===== src/rtl/xfp_pkg.sv =====
package xfp_pkg;

   // largest threshold a FIFO of the given depth accepts, also limited by the register width
   function automatic int thr_limit(input int depth, input int thr_w);
      int half_lim;
      int reg_lim;
      half_lim = depth / 2 - 1;
      reg_lim  = (1 << thr_w) - 1;
      return (half_lim < reg_lim) ? half_lim : reg_lim;
   endfunction

   localparam int CH_TX = 0;
   localparam int CH_RX = 1;

endpackage


===== src/rtl/fifo_store.sv =====
module fifo_store #(
   parameter int DEPTH = 16,
   parameter int DW    = 8
) (
   input  logic                       clk,
   input  logic                       rst_n,
   input  logic                       clr,
   input  logic                       hold,
   input  logic                       push,
   input  logic [DW-1:0]              wdata,
   input  logic                       pop,
   output logic [DW-1:0]              head,
   output logic [$clog2(DEPTH+1)-1:0] count,
   output logic                       full,
   output logic                       empty
);
   localparam int PTR_W = $clog2(DEPTH);
   localparam int CNT_W = $clog2(DEPTH + 1);

   logic [DW-1:0]    mem [DEPTH];
   logic [PTR_W-1:0] wptr_q, rptr_q;
   logic [CNT_W-1:0] cnt_q;
   logic             do_push, do_pop;

   assign full    = (cnt_q == CNT_W'(DEPTH));
   assign empty   = (cnt_q == '0);
   assign do_push = push && !full && !clr && !hold;
   assign do_pop  = pop && !empty && !clr && !hold;
   assign count   = cnt_q;
   assign head    = empty ? '0 : mem[rptr_q];

   always_ff @(posedge clk or negedge rst_n) begin
      if (!rst_n) begin
         wptr_q <= '0;
         rptr_q <= '0;
         cnt_q  <= '0;
      end else if (clr) begin
         wptr_q <= '0;
         rptr_q <= '0;
         cnt_q  <= '0;
      end else begin
         if (do_push) wptr_q <= wptr_q + 1'b1;
         if (do_pop)  rptr_q <= rptr_q + 1'b1;
         case ({do_push, do_pop})
            2'b10:   cnt_q <= cnt_q + 1'b1;
            2'b01:   cnt_q <= cnt_q - 1'b1;
            default: cnt_q <= cnt_q;
         endcase
      end
   end

   always_ff @(posedge clk) begin
      if (do_push) mem[wptr_q] <= wdata;
   end

   assert_count_bound_R2: assert property (@(posedge clk) disable iff (!rst_n)
      cnt_q <= CNT_W'(DEPTH));
   assert_flush_empties_R8: assert property (@(posedge clk) disable iff (!rst_n)
      clr |=> (cnt_q == '0) && (wptr_q == '0) && (rptr_q == '0));
   assert_hold_freezes_R9: assert property (@(posedge clk) disable iff (!rst_n)
      (hold && !clr) |=> ($stable(wptr_q) && $stable(rptr_q) && $stable(cnt_q)));
   assert_full_drop_R3: assert property (@(posedge clk) disable iff (!rst_n)
      (push && full && !clr) |=> $stable(wptr_q));
   assert_empty_pop_R10: assert property (@(posedge clk) disable iff (!rst_n)
      (pop && empty && !clr) |=> $stable(rptr_q));

endmodule


===== src/rtl/flush_seq.sv =====
module flush_seq #(
   parameter int CYCLES = 4
) (
   input  logic clk,
   input  logic rst_n,
   input  logic req,
   output logic start,
   output logic busy
);
   assign start = req && !busy;

   generate
      if (CYCLES < 1) begin : g_bad_cycles
         $error("flush_seq: CYCLES must be at least 1");
      end
      if (CYCLES == 1) begin : g_single
         always_ff @(posedge clk or negedge rst_n) begin
            if (!rst_n) busy <= 1'b0;
            else        busy <= start;
         end
      end else begin : g_counter
         localparam int LW = $clog2(CYCLES + 1);
         logic [LW-1:0] left_q;
         always_ff @(posedge clk or negedge rst_n) begin
            if (!rst_n)             left_q <= '0;
            else if (start)         left_q <= LW'(CYCLES);
            else if (left_q != '0)  left_q <= left_q - 1'b1;
         end
         assign busy = (left_q != '0);
      end
   endgenerate

   // run length of the busy window, kept only for the length check
   logic [15:0] run_q;
   always_ff @(posedge clk or negedge rst_n) begin
      if (!rst_n)    run_q <= '0;
      else if (busy) run_q <= run_q + 1'b1;
      else           run_q <= '0;
   end

   assert_busy_starts_R8: assert property (@(posedge clk) disable iff (!rst_n)
      start |=> busy);
   assert_busy_length_R8: assert property (@(posedge clk) disable iff (!rst_n)
      $fell(busy) |-> (run_q == 16'(CYCLES)));
   assert_no_restart_R9: assert property (@(posedge clk) disable iff (!rst_n)
      (req && busy) |-> !start);

endmodule


===== src/rtl/thr_reg.sv =====
module thr_reg #(
   parameter int THR_W = 4,
   parameter int MAXV  = 7
) (
   input  logic             clk,
   input  logic             rst_n,
   input  logic             load,
   input  logic [THR_W-1:0] d,
   output logic [THR_W-1:0] q
);
   localparam logic [THR_W-1:0] MAXQ = THR_W'(MAXV);

   always_ff @(posedge clk or negedge rst_n) begin
      if (!rst_n)    q <= '0;
      else if (load) q <= (d > MAXQ) ? MAXQ : d;
   end

   assert_thr_clamped_R7: assert property (@(posedge clk) disable iff (!rst_n)
      q <= MAXQ);
   assert_thr_holds_R7: assert property (@(posedge clk) disable iff (!rst_n)
      !load |=> $stable(q));

endmodule


===== src/rtl/xfer_fifo_pair.sv =====
module xfer_fifo_pair #(
   parameter int DEPTH     = 16,
   parameter int DW        = 8,
   parameter int THR_W     = 4,
   parameter int FLUSH_CYC = 4,
   localparam int CNT_W    = $clog2(DEPTH + 1)
) (
   input  logic             clk,
   input  logic             rst_n,
   input  logic             thr_load,
   input  logic [THR_W-1:0] tx_thr_d,
   input  logic [THR_W-1:0] rx_thr_d,
   output logic [THR_W-1:0] tx_thr,
   output logic [THR_W-1:0] rx_thr,
   input  logic             flush_tx_req,
   input  logic             flush_rx_req,
   output logic             flush_tx_busy,
   output logic             flush_rx_busy,
   input  logic             tx_push,
   input  logic [DW-1:0]    tx_wdata,
   input  logic             tx_pop,
   output logic [DW-1:0]    tx_head,
   output logic [CNT_W-1:0] tx_count,
   output logic             tx_empty,
   output logic             tx_near_empty,
   output logic             tx_full,
   output logic             tx_overrun,
   input  logic             rx_push,
   input  logic [DW-1:0]    rx_wdata,
   input  logic             rx_pop,
   output logic [DW-1:0]    rx_head,
   output logic [CNT_W-1:0] rx_count,
   output logic             rx_empty,
   output logic             rx_near_full,
   output logic             rx_full
);
   import xfp_pkg::*;

   localparam int THR_MAX = thr_limit(DEPTH, THR_W);

   generate
      if (DEPTH < 4 || (DEPTH & (DEPTH - 1)) != 0) begin : g_bad_depth
         $error("xfer_fifo_pair: DEPTH must be a power of two, at least 4");
      end
      if (THR_W < 1 || DW < 1) begin : g_bad_width
         $error("xfer_fifo_pair: widths must be positive");
      end
   endgenerate

   // channel-indexed views: index CH_TX and CH_RX
   logic             ch_req   [2];
   logic             ch_start [2];
   logic             ch_busy  [2];
   logic             ch_push  [2];
   logic             ch_pop   [2];
   logic [DW-1:0]    ch_wdata [2];
   logic [DW-1:0]    ch_head  [2];
   logic [CNT_W-1:0] ch_count [2];
   logic             ch_full  [2];
   logic             ch_empty [2];
   logic [THR_W-1:0] ch_thr_d [2];
   logic [THR_W-1:0] ch_thr   [2];

   assign ch_req[CH_TX]   = flush_tx_req;
   assign ch_req[CH_RX]   = flush_rx_req;
   assign ch_push[CH_TX]  = tx_push;
   assign ch_push[CH_RX]  = rx_push;
   assign ch_pop[CH_TX]   = tx_pop;
   assign ch_pop[CH_RX]   = rx_pop;
   assign ch_wdata[CH_TX] = tx_wdata;
   assign ch_wdata[CH_RX] = rx_wdata;
   assign ch_thr_d[CH_TX] = tx_thr_d;
   assign ch_thr_d[CH_RX] = rx_thr_d;

   for (genvar c = 0; c < 2; c++) begin : g_ch
      flush_seq #(.CYCLES(FLUSH_CYC)) u_flush (
         .clk   (clk),
         .rst_n (rst_n),
         .req   (ch_req[c]),
         .start (ch_start[c]),
         .busy  (ch_busy[c])
      );

      fifo_store #(.DEPTH(DEPTH), .DW(DW)) u_store (
         .clk   (clk),
         .rst_n (rst_n),
         .clr   (ch_start[c]),
         .hold  (ch_busy[c]),
         .push  (ch_push[c]),
         .wdata (ch_wdata[c]),
         .pop   (ch_pop[c]),
         .head  (ch_head[c]),
         .count (ch_count[c]),
         .full  (ch_full[c]),
         .empty (ch_empty[c])
      );

      thr_reg #(.THR_W(THR_W), .MAXV(THR_MAX)) u_thr (
         .clk   (clk),
         .rst_n (rst_n),
         .load  (thr_load),
         .d     (ch_thr_d[c]),
         .q     (ch_thr[c])
      );
   end

   // sticky transmit overrun, cleared by an accepted transmit flush
   logic ovr_q;
   always_ff @(posedge clk or negedge rst_n) begin
      if (!rst_n)
         ovr_q <= 1'b0;
      else if (ch_start[CH_TX])
         ovr_q <= 1'b0;
      else if (tx_push && ch_full[CH_TX] && !ch_busy[CH_TX])
         ovr_q <= 1'b1;
   end

   assign tx_thr        = ch_thr[CH_TX];
   assign rx_thr        = ch_thr[CH_RX];
   assign flush_tx_busy = ch_busy[CH_TX];
   assign flush_rx_busy = ch_busy[CH_RX];
   assign tx_head       = ch_head[CH_TX];
   assign tx_count      = ch_count[CH_TX];
   assign tx_empty      = ch_empty[CH_TX];
   assign tx_full       = ch_full[CH_TX];
   assign tx_overrun    = ovr_q;
   assign tx_near_empty = (32'(ch_count[CH_TX]) <= 32'(ch_thr[CH_TX]));
   assign rx_head       = ch_head[CH_RX];
   assign rx_count      = ch_count[CH_RX];
   assign rx_empty      = ch_empty[CH_RX];
   assign rx_full       = ch_full[CH_RX];
   assign rx_near_full  = (32'(ch_count[CH_RX]) >= 32'(ch_thr[CH_RX]));

   assert_ovr_set_R4: assert property (@(posedge clk) disable iff (!rst_n)
      (tx_push && tx_full && !flush_tx_busy && !flush_tx_req) |=> tx_overrun);
   assert_ovr_sticky_R4: assert property (@(posedge clk) disable iff (!rst_n)
      (tx_overrun && !flush_tx_req) |=> tx_overrun);
   assert_ovr_cleared_R4: assert property (@(posedge clk) disable iff (!rst_n)
      (flush_tx_req && !flush_tx_busy) |=> !tx_overrun);
   assert_tx_flush_spares_rx_R9: assert property (@(posedge clk) disable iff (!rst_n)
      (flush_tx_busy && !rx_push && !rx_pop && !flush_rx_req && !flush_rx_busy)
      |=> $stable(rx_count));
   assert_empty_head_R10: assert property (@(posedge clk) disable iff (!rst_n)
      (rx_empty && !rx_push) |=> (rx_head == '0));

endmodule


===== config.mk =====
export PLATFORM = sky130hd
export DESIGN_NAME = xfer_fifo_pair
export DESIGN_NICKNAME = d
export VERILOG_FILES = /design/src/rtl/xfp_pkg.sv /design/src/rtl/fifo_store.sv /design/src/rtl/flush_seq.sv /design/src/rtl/thr_reg.sv /design/src/rtl/xfer_fifo_pair.sv
export SDC_FILE = /design/constraint.sdc
export NUM_CORES = 1
export LEC_CHECK = 0
export BUFFER_PORTS_ARGS = -buffer_cell sky130_fd_sc_hd__buf_4
export CORE_ASPECT_RATIO = 0.9
export CORE_MARGIN = 8
export CORE_UTILIZATION = 41
export DETAILED_ROUTE_END_ITERATION = 10
export HOLD_SLACK_MARGIN = 0.05
export MAX_ROUTING_LAYER = met4
export PLACE_DENSITY = 0.64
export SETUP_SLACK_MARGIN = 0.1
export SYNTH_ARGS = -nofsm -noshare
export SYNTH_HDL_FRONTEND = slang
export SYNTH_SLANG_ARGS = --single-unit

===== constraint.sdc =====
create_clock -name clk -period 3.25 [get_ports clk]
set_clock_uncertainty 0.2 [all_clocks]
set_input_delay 0.325 -clock clk [delete_from_list [all_inputs] [get_ports clk]]
set_output_delay 0.325 -clock clk [all_outputs]
set_load 0.02 [all_outputs]

Word level (Yosys, flattened, before mapping)
Memories as Yosys holds them, arrays and structs flattened.
Index checks and enable logic that the tools add are counted.
Widths: inputs -> output; s select.
{ "totals": {"out_inout_bits": 43, "elab_cells": 96, "n_memories": 2, "mem_bits_rw": 256, "reg_bits": 41} }
{ "memory_table": {"columns": ["name", "words", "width", "rd", "rd_ports_with_merged_regs", "wr", "line_no", "rtl"], "rows": [
  ["g_ch[0].u_store.mem", 16, 8, 1, 0, 1, "fifo_store.sv:20", "logic [DW-1:0] mem [DEPTH];"],
  ["g_ch[1].u_store.mem", 16, 8, 1, 0, 1, "fifo_store.sv:20", null]
]} }
{ "classes": {"order_cmp": 4, "add_sub_neg": 10, "muxes": 26, "n_reduce_logical": 37, "eq_ne": 6} }
{ "ops": {"columns": ["cell", "n"], "rows": [
  ["$mux 4", 10],
  ["$pmux 5 s2", 2],
  ["$add 4x1->4 const B", 4],
  ["$logic_and 1x1->1", 16],
  ["$mux 8", 2],
  ["$reduce_bool 2->1", 7],
  ["$mux 3", 4],
  ["$reduce_bool 3->1", 4],
  ["$add 5x1->5 const B", 2],
  ["$eq 5x5->1 const B", 2],
  ["$logic_not 5->1", 2],
  ["$mux 5", 2],
  ["$sub 5x1->5 const B", 2],
  ["$gt 4x3->1 const B", 2],
  ["$logic_not 1->1", 8],
  ["$mux 1", 6],
  ["$sub 3x1->3 const B", 2],
  ["$ge 5x4->1", 1],
  ["$le 5x4->1", 1],
  ["$eq 2x1->1 const B", 2],
  ["$eq 2x2->1 const B", 2]
]} }

Depth between registers and ports, before layout
Gate-level depths: netlist (run 1).
{ "logic_depth": {"word_depth": 9, "depth_mapped": 11, "mapped_depth_nobuf": 11} }

By module
Synthesis (run 1) repeated with hierarchy kept, for this count alone.
{ "hier_totals": {"cells_unflattened": 746, "hier_area_um2": 12866.1} }
{ "by_module_without_submodules": {"columns": ["mod", "cells_per_inst", "area_per_inst_um2", "n_inst"], "rows": [
  ["fifo_store (g_ch[0].u_store)", 327, 5993.2, 1],
  ["fifo_store (g_ch[1].u_store)", 326, 5969.5, 1],
  ["flush_seq", 16, 183.9, 2],
  ["thr_reg", 14, 146.4, 2],
  ["xfer_fifo_pair", 33, 242.7, 1]
]} }

Least setup slack after synthesis (run 1)
Ideal clock, no wire load.
{ "synth_path": {"path_type": "flip-flop to flip-flop", "startpoint": "register g_ch[1].u_store.cnt_q[1]", "endpoint": "register g_ch[1].u_store.cnt_q[2]", "t_arrival_ns": 2.674, "path_stages_with_launch": 9, "synth_period_minus_slack_ns": 2.942, "n_path_buf": 0, "slack_ns": 0.308, "setup_ns": 0.067, "cell_sequence": "dfrtp_1 > or4_4 > o211ai_4 > nor2_1 > xor2_1 > ha_1 > or4_1 > a211o_1 > nand3_2"} }
{ "synth_between": {"elab_chain_len": 8, "word_cells_on_any_way": 17, "cone_classes": "add/sub: 2; eq/ne: 3; mux: 2; reduce/logical: 10"} }
{ "synth_rtl": {"columns": ["element", "line_no", "rtl"], "rows": [
  ["start, declared", "fifo_store.sv:22", "logic [CNT_W-1:0] cnt_q;"],
  ["start signal, assigned", "fifo_store.sv:45", "2'b10: cnt_q <= cnt_q + 1'b1;"],
  ["start signal, assigned", "fifo_store.sv:46", "2'b01: cnt_q <= cnt_q - 1'b1;"],
  ["start signal, assigned", "fifo_store.sv:47", "default: cnt_q <= cnt_q;"],
  ["$eq 5x5->1 or $logic_not 5->1 (tied branches)", "fifo_store.sv:25, fifo_store.sv:26", null],
  ["$logic_not 1->1 (on tied branches)", "fifo_store.sv:27, fifo_store.sv:28", null],
  ["$logic_and 1x1->1 (on tied branches) (3 in a row)", "fifo_store.sv:27, fifo_store.sv:28", null],
  ["$eq 2x1->1 or $eq 2x2->1 (tied branches)", "fifo_store.sv:44", "case ({do_push, do_pop})"],
  ["$pmux 5 s2", "fifo_store.sv:44", null],
  ["$mux 5", "fifo_store.sv:37", "end else if (clr) begin"]
]} }
Several ways; a longest one is shown, not always the timed one.
A chain may end at the register's enable or synchronous reset.

Final worst setup path (run 1)
{ "layout_path": {"startpoint": "register g_ch[0].u_store.rptr_q[0]", "endpoint": "output tx_head[1]"} }
{ "layout_between": {"elab_chain_len": 2} }
{ "layout_rtl": {"columns": ["element", "line_no", "rtl"], "rows": [
  ["start, declared", "fifo_store.sv:21", "logic [PTR_W-1:0] wptr_q, rptr_q;"],
  ["start signal, assigned", "fifo_store.sv:43", "if (do_pop) rptr_q <= rptr_q + 1'b1;"],
  ["$mem_v2 16x8", null, null],
  ["$mux 8", "fifo_store.sv:30", "assign head = empty ? '0 : mem[rptr_q];"],
  ["end, declared", "xfer_fifo_pair.sv:22", "output logic [DW-1:0] tx_head,"]
]} }
Every way passes these cells.

==> flow_metrics.tcl, run 1 <==
set metrics [dict create \
    tritoncts.num_buffers 31 \
    grt_pass1_vias 6967 \
    finalSetupViolations 0 \
    fp.dieArea_mm2 0.0367 \
    leak_pwr_uw 0.00547 \
    initialDrtViolationCount 423 \
    num_antenna_cells 0 \
    yosys_warnings 0 \
    synth.top_cell.area_share 0.609 \
    synth_largest_area_cell "sky130_fd_sc_hd__edfxtp_1" \
    post_route_cells_drive_above_1_share 0.321 \
    power.density_cell_area_mw_per_mm2 728 \
    placement_rows 61 \
    wire_length_of_the_first_global_routing_pass_um 41600 \
    grt_start_max_net_pins 42 \
    timing.fmax_mhz 322 \
    clk_transition_reported_paths_ns 0.06 \
    synthesis.area_mm2 0.0126 \
    run_status "complete, no violations" \
    number_of_distinct_library_cells_after_synthesis 54 \
    postSynth.asyncResetShare 0.138 \
    netlist_top_cells_area "sky130_fd_sc_hd__edfxtp_1 (61%), sky130_fd_sc_hd__mux4_2 (14%), sky130_fd_sc_hd__dfrtp_1 (8.1%), sky130_fd_sc_hd__ha_1 (2.6%), sky130_fd_sc_hd__nor2_1 (1.2%)" \
    finalWorstPathRequiredPeriod_ns 3.11 \
    layout_common_cells "sky130_fd_sc_hd__edfxtp_1 (256), sky130_fd_sc_hd__buf_4 (101), sky130_fd_sc_hd__mux4_2 (80)" \
    min-delay-path-class "primary input to flip-flop" \
    clkLatencyLatePin_ns 0.55 \
    maxCapViolations 0 \
    ctsHtreeMaxLevel 1 \
    start_util 0.413 \
    maxSlewViolCount 0 \
    chipWidth_um 201 \
    multiInputGateArea_mm2 0.00371 \
    via_count 6719 \
    syn-num-nets 752 \
    wl_per_cell_um 20.5 \
    worstMarginPinSlew_ns 0.710 \
    total_count_of_hold_check_failures_in_the_final_report 0 \
    ys_ff_latch 297 \
    postLayoutCellArea_mm2 0.0156 \
    pwr-share-clk 0.300 \
    antenna_violations_before_repair 0 \
    timing.critical_path.from_type "flip-flop" \
    placement.cell_area_mm2 0.0139 \
    critPathCaptureType "output pin" \
    grt_overflow 0 \
    synth-seq-area-share 0.690 \
    gpl.final_weighted_congestion 0.786 \
    detail-route-antenna-nets 0 \
    nNetsFinal 919 \
    total_switching_power_uw 3360 \
    finalWorstSetupSlack_ns 0.140 \
    crit_type "flip-flop to output pin" \
    routed_wirelength_um 26500 \
    io_pins 76 \
    via_per_inst 5.20 \
    worst_ep_required_time_ns 2.72 \
    timing.critical_path.fanout_max 5 \
    clk_root_buffer_cell "sky130_fd_sc_hd__clkbuf_16" \
    layout.cells.most_common "sky130_fd_sc_hd__edfxtp_1" \
    floorplan.core_area_mm2 0.0306 \
    power.share.sequential 0.394 \
    cts.path.max_buffers 3 \
    drt_pass1_iterations 4 \
    synth_area_per_cell_um2 18.2 \
    setup_total_negative_slack_ns 0 \
    clock_sink_count 297 \
    synthToLayoutAreaGrowth_pct 23.1 \
    crit_arrival_ns 2.58 \
    synth_top_flop_cell "sky130_fd_sc_hd__edfxtp_1" \
    switching_share_of_power 0.296 \
    vdd_ir_drop_max_uv 559 \
    chipHeight_um 183 \
    timing.final.crit_share 0.957 \
    share_comb_of_total_power 0.306 \
    io_buffer_count 75 \
    ff_latch_area_mm2 0.00872 \
    preCtsSetupSlack_ns 0.351 \
    route.detailed.drc 0 \
    globalRouteTotalUtil 0.148 \
    synthCells 693 \
    slew_headroom 0.527 \
    setup_repair_after_global_routing_missed_its_margin "yes" \
    intPower_uw 7970 \
    cts_tree "yes" \
    synth-edff-count 256 \
    dp.final_hpwl_um 16600 \
    n_fill_cell 2480 \
]
-- cell families (layout without fill, tap and decap cells) --
| logic type | after synthesis | after routing | synth area share |
|---|---|---|---|
| AO/OA/AOI/OAI | 66 | 66 | 0.0415 |
| XOR/XNOR | 16 | 16 | 0.0111 |
| adder cells (fa/ha/maj) | 26 | 26 | 0.0258 |
| buffers and inverters | 59 | 250 | 0.0215 |
| flip-flops | 297 | 297 | 0.690 |
| multiplexers | 80 | 80 | 0.143 |
| AND/OR/NAND/NOR | 149 | 149 | 0.0677 |
-- power groups by stage --
| stage | clock network (uW) | logic, uW | registers, uW |
|---|---|---|---|
| after floorplan | 0 | 1980 | 4540 |
| after global placement | 0 | 3020 | 4560 |
| after detailed placement | 0 | 3060 | 4560 |
| after CTS | 3500 | 3300 | 4460 |
| after global routing | 3630 | 3740 | 4480 |
| final | 3400 | 3460 | 4460 |
-- timing repair --
| action | CTS | global route |
|---|---|---|
| pin swaps | 0 | 0 |
| setup endpoints to repair | 16 | 15 |
| hold buffers | 38 | 0 |
| buffers inserted | 7 | 1 |
| hold endpoints to repair | 319 | 0 |
| gates cloned | 3 | 1 |
| resized for setup | 5 | 30 |
-- worst max-delay path, stage by stage, from the launching register on --
cell                        delay [ns]
sky130_fd_sc_hd__dfrtp_2          0.46
sky130_fd_sc_hd__buf_12           0.15
sky130_fd_sc_hd__clkbuf_16        0.15
sky130_fd_sc_hd__mux4_2           0.50
sky130_fd_sc_hd__mux4_2           0.50
sky130_fd_sc_hd__nor2b_4          0.14
sky130_fd_sc_hd__buf_6            0.13
-- cell usage after synthesis, types with 3 or more instances --
cell / n
sky130_fd_sc_hd__dfrtp_1: 41
sky130_fd_sc_hd__o21ai_0: 22
sky130_fd_sc_hd__and2_1: 17
sky130_fd_sc_hd__buf_6: 6
sky130_fd_sc_hd__edfxtp_1: 256
sky130_fd_sc_hd__nand3_1: 11
sky130_fd_sc_hd__o2111a_1: 4
sky130_fd_sc_hd__inv_1: 30
sky130_fd_sc_hd__nand4_1: 7
sky130_fd_sc_hd__nand2b_1: 3
sky130_fd_sc_hd__xor2_1: 12
sky130_fd_sc_hd__and3_1: 4
sky130_fd_sc_hd__a21oi_1: 15
sky130_fd_sc_hd__nor2b_1: 20
sky130_fd_sc_hd__nand2_1: 17
sky130_fd_sc_hd__ha_1: 26
sky130_fd_sc_hd__buf_1: 6
sky130_fd_sc_hd__mux4_2: 80
sky130_fd_sc_hd__nor3_1: 9
sky130_fd_sc_hd__clkbuf_1: 12
sky130_fd_sc_hd__nor2_1: 41
sky130_fd_sc_hd__xnor2_1: 4
-- registers in the layout (all words and copies together), names as in the netlist --
signal,flops
g_ch.u_flush.g_counter.left_q,6
tx_overrun,1
g_ch.u_store.count,10
g_ch.u_thr.q,8
g_ch.u_store.wptr_q,8
g_ch.u_store.mem,256
g_ch.u_store.rptr_q,8
-- path summary, 6_finish.rpt --
kind,startpoint,to,slack [ns],cells after the start
min,rx_push,g_ch[1].u_store.count[0],0.09,4
max reg2reg,g_ch[0].u_store.count[3],g_ch[0].u_store.count[2],0.31,8
max,g_ch[0].u_store.rptr_q[0],tx_head[1],0.14,6
max in group asynchronous,rst_n,g_ch[0].u_store.rptr_q[0],2.31,2
min in group asynchronous,rst_n,g_ch[1].u_thr.q[1],0.11,2
min reg2reg,tx_overrun,tx_overrun,0.31,2
-- layout make-up --
type	instances	share of cell area
well taps	409	0.0329
clock inverters	20	0.0116
inverters	31	0.00748
clock buffers	37	0.0513
repair buffers	162	0.0978
multi-input cells	337	0.239
flip-flops and latches	297	0.560
-- through the flow --
step           hold WS (ns)  total power, uW  utilization  std cells
6_report             0.0881            11300        0.508       1293
5_1_grt               0.120            11900        0.508       1293
4_1_cts              0.0580            11300        0.503       1291
3_5_place_dp          0.169             7620        0.454       1186
3_3_place_gp          0.164             7580        0.454       1186
2_1_floorplan        -0.171             6530            -        693
-- layer usage --
layer / track usage / wire, um / up-vias
met1: 0.190 / 11500 / 3441
met4: 0.0338 / 494 / 0
met5: - / 0 / -
met3: 0.0214 / 1130 / 40
met2: 0.249 / 13400 / 149
li1: - / - / 3089
No activity file was read; power rests on OpenSTA's default activity.
==> run 2, diff against run 1 <==
--- a/config.mk
+++ b/config.mk
@@ -7,8 +7,10 @@
 export LEC_CHECK = 0
 export BUFFER_PORTS_ARGS = -buffer_cell sky130_fd_sc_hd__buf_4
 export CORE_ASPECT_RATIO = 0.9
-export CORE_MARGIN = 8
+export CORE_MARGIN = 2
 export CORE_UTILIZATION = 41
+export CTS_BUF_LIST = sky130_fd_sc_hd__clkbuf_8
+export CTS_CLUSTER_DIAMETER = 40
 export DETAILED_ROUTE_END_ITERATION = 10
 export HOLD_SLACK_MARGIN = 0.05
 export MAX_ROUTING_LAYER = met4
==> run 2 against run 1 <==
Sequential power about the same. Setup slack got worse by 0.068 ns. Register-to-register slack worse by 0.03 ns. Hold slack got worse by 0.027 ns. Sequential share of layout area rose by 0.12 points. Largest cell class unchanged.
==> flow_metrics.tcl, run 2 (same netlist as run 1, synthesis figures left out) <==
set metrics [dict create \
    tritoncts.num_buffers 50 \
    power.share.sequential 0.402 \
    cts.path.max_buffers 3 \
    wire_length_of_the_first_global_routing_pass_um 40700 \
    initialDrtViolationCount 610 \
    preCtsSetupSlack_ns 0.322 \
    slew_headroom 0.553 \
    largest_register_ff_count 256 \
    ff_latch_area_mm2 0.00872 \
    grt_start_max_net_pins 42 \
    routed_wirelength_um 26500 \
    chipWidth_um 189 \
    setup_repair_after_global_routing_missed_its_margin "yes" \
    critPathCaptureType "output pin" \
    total_switching_power_uw 3490 \
    num_antenna_cells 0 \
    clk_root_buffer_cell "sky130_fd_sc_hd__clkbuf_8" \
    met2_wl_post_dr_um 11600 \
    fp.dieArea_mm2 0.0322 \
    max_flop_register "g_ch.u_store.mem" \
    worstMarginPinSlew_ns 0.670 \
    synthToLayoutAreaGrowth_pct 22.9 \
    maxCapViolations 0 \
    pwr-share-clk 0.284 \
    layout.cells.most_common "sky130_fd_sc_hd__edfxtp_1" \
    globalRouteTotalUtil 0.171 \
    finalSetupViolations 0 \
    floorplan.core_area_mm2 0.0301 \
    layout.core_utilization 0.516 \
    leak_pwr_uw 0.00554 \
    post_route_cells_drive_above_1_share 0.336 \
    finalWorstSetupSlack_ns 0.0722 \
    grt_pass1_vias 6967 \
    drt_pass1_iterations 5 \
    clkLatencyLatePin_ns 0.60 \
    totalPowerFinal_uw 11100 \
    finalWorstPathRequiredPeriod_ns 3.18 \
    gpl.final_weighted_congestion 0.806 \
    topRoutingLayerUsed "met4" \
    via_per_inst 5.20 \
    via_count 6869 \
    intPower_uw 7640 \
    placement_rows 60 \
    timing.critical_path.from_type "flip-flop" \
    start_util 0.420 \
    cts_tree "yes" \
    maxSlewViolCount 0 \
    power.density_cell_area_mw_per_mm2 717 \
    clk_transition_reported_paths_ns 0.06 \
    io_pins 76 \
    total_count_of_hold_check_failures_in_the_final_report 0 \
    dp.final_hpwl_um 16500 \
    clock_sink_count 297 \
    detail-route-antenna-nets 0 \
    worst_ep_required_time_ns 2.72 \
    share_comb_of_total_power 0.315 \
    nNetsFinal 938 \
    placedCellCount 1182 \
    timing.critical_path.fanout_max 8 \
    route.detailed.drc 0 \
    crit_type "flip-flop to output pin" \
    final_cell_count_no_fill 1322 \
    antenna_violations_before_repair 0 \
    vdd_ir_drop_max_uv 448 \
    min-delay-path-class "primary input to async pin" \
    io_buffer_count 75 \
    ctsHtreeMaxLevel 2 \
    wl_per_cell_um 20.0 \
    routedLengthMet1_um 12900 \
    grt_overflow 0 \
    switching_share_of_power 0.314 \
    n_fill_cell 2460 \
    multiInputGateArea_mm2 0.00372 \
    run_status "complete, no violations" \
    timing.fmax_mhz 315 \
    met3WireLength_um 1640 \
    chipHeight_um 171 \
    timing.final.crit_share 0.978 \
    crit_arrival_ns 2.65 \
    layout_common_cells "sky130_fd_sc_hd__edfxtp_1 (256), sky130_fd_sc_hd__buf_4 (100), sky130_fd_sc_hd__mux4_2 (80)" \
]
==> run 2: changes by cell type in the layout (fill, tap and decap cells not counted), sizes merged <==
cell,previous run,this run
inv,32,45
clkinvlp,3,2
clkbuf,38,53
bufinv,3,2
dlygate4sd3,38,36
clkinv,13,24
==> run 2: path summary, 6_finish.rpt <==
path	start	endpoint	slack (ns)	cells past startpoint
setup / recovery	g_ch[0].u_store.rptr_q[0]	tx_head[0]	0.07	6
hold / removal	rst_n	g_ch[1].u_store.rptr_q[2]	0.06	2
setup reg to reg	g_ch[0].u_store.count[3]	g_ch[0].u_store.count[2]	0.28	8
hold reg to reg	tx_overrun	tx_overrun	0.31	2
max in group asynchronous	rst_n	g_ch[1].u_store.rptr_q[0]	2.35	2
min in group clk	tx_overrun	tx_overrun	0.31	2
==> run 2: worst max-delay path: stages, from the launching register on <==
cell,delay [ns]
sky130_fd_sc_hd__dfrtp_2,0.44
sky130_fd_sc_hd__buf_6,0.15
sky130_fd_sc_hd__clkbuf_16,0.17
sky130_fd_sc_hd__mux4_2,0.49
sky130_fd_sc_hd__mux4_2,0.52
sky130_fd_sc_hd__nor2b_4,0.15
sky130_fd_sc_hd__buf_6,0.13
==> run 2: repair_timing <==
item                                    4_1_cts  5_1_grt
cloned                                        0        3
hold endpoints to repair                    329        0
resized for setup                             5       36
endpoints found under the setup margin       16       17
hold buffers                                 36        0
buffers inserted                              3        6
==> run 2: per-layer routing <==
layer  GRT usage  vias up
li1            -     3131
met1       0.253     3505
met2       0.242      201
met3      0.0369       32
met4      0.0431        0
met5           -        -
==> run 2: area by class of cell <==
type                    instances  area share
inverters                      31     0.00750
well taps                     403      0.0325
clock inverters                42      0.0171
repair buffers                162      0.0972
flip-flops and latches        297       0.562
multi-input cells             337       0.240
clock buffers                  50      0.0443
==> run 2: power groups by stage <==
stage | logic (uW) | registers (uW) | clock network [uW]
6_report | 3500 | 4470 | 3160
3_5_place_dp | 3080 | 4560 | 0
3_3_place_gp | 3060 | 4560 | 0
5_1_grt | 3790 | 4490 | 3440
2_1_floorplan | 1980 | 4540 | 0
4_1_cts | 3180 | 4460 | 3250
==> run 2: per-stage QoR <==
stage | setup TNS [ns] | area [um^2] | hold slack (ns)
finish | 0 | 15500 | 0.0613
global route | -0.0132 | 15500 | 0.0911
CTS | 0 | 15300 | 0.0595
detailed placement | 0 | 13900 | 0.160
global placement | 0 | 13900 | 0.154
floorplan | 0 | 12600 | -0.171
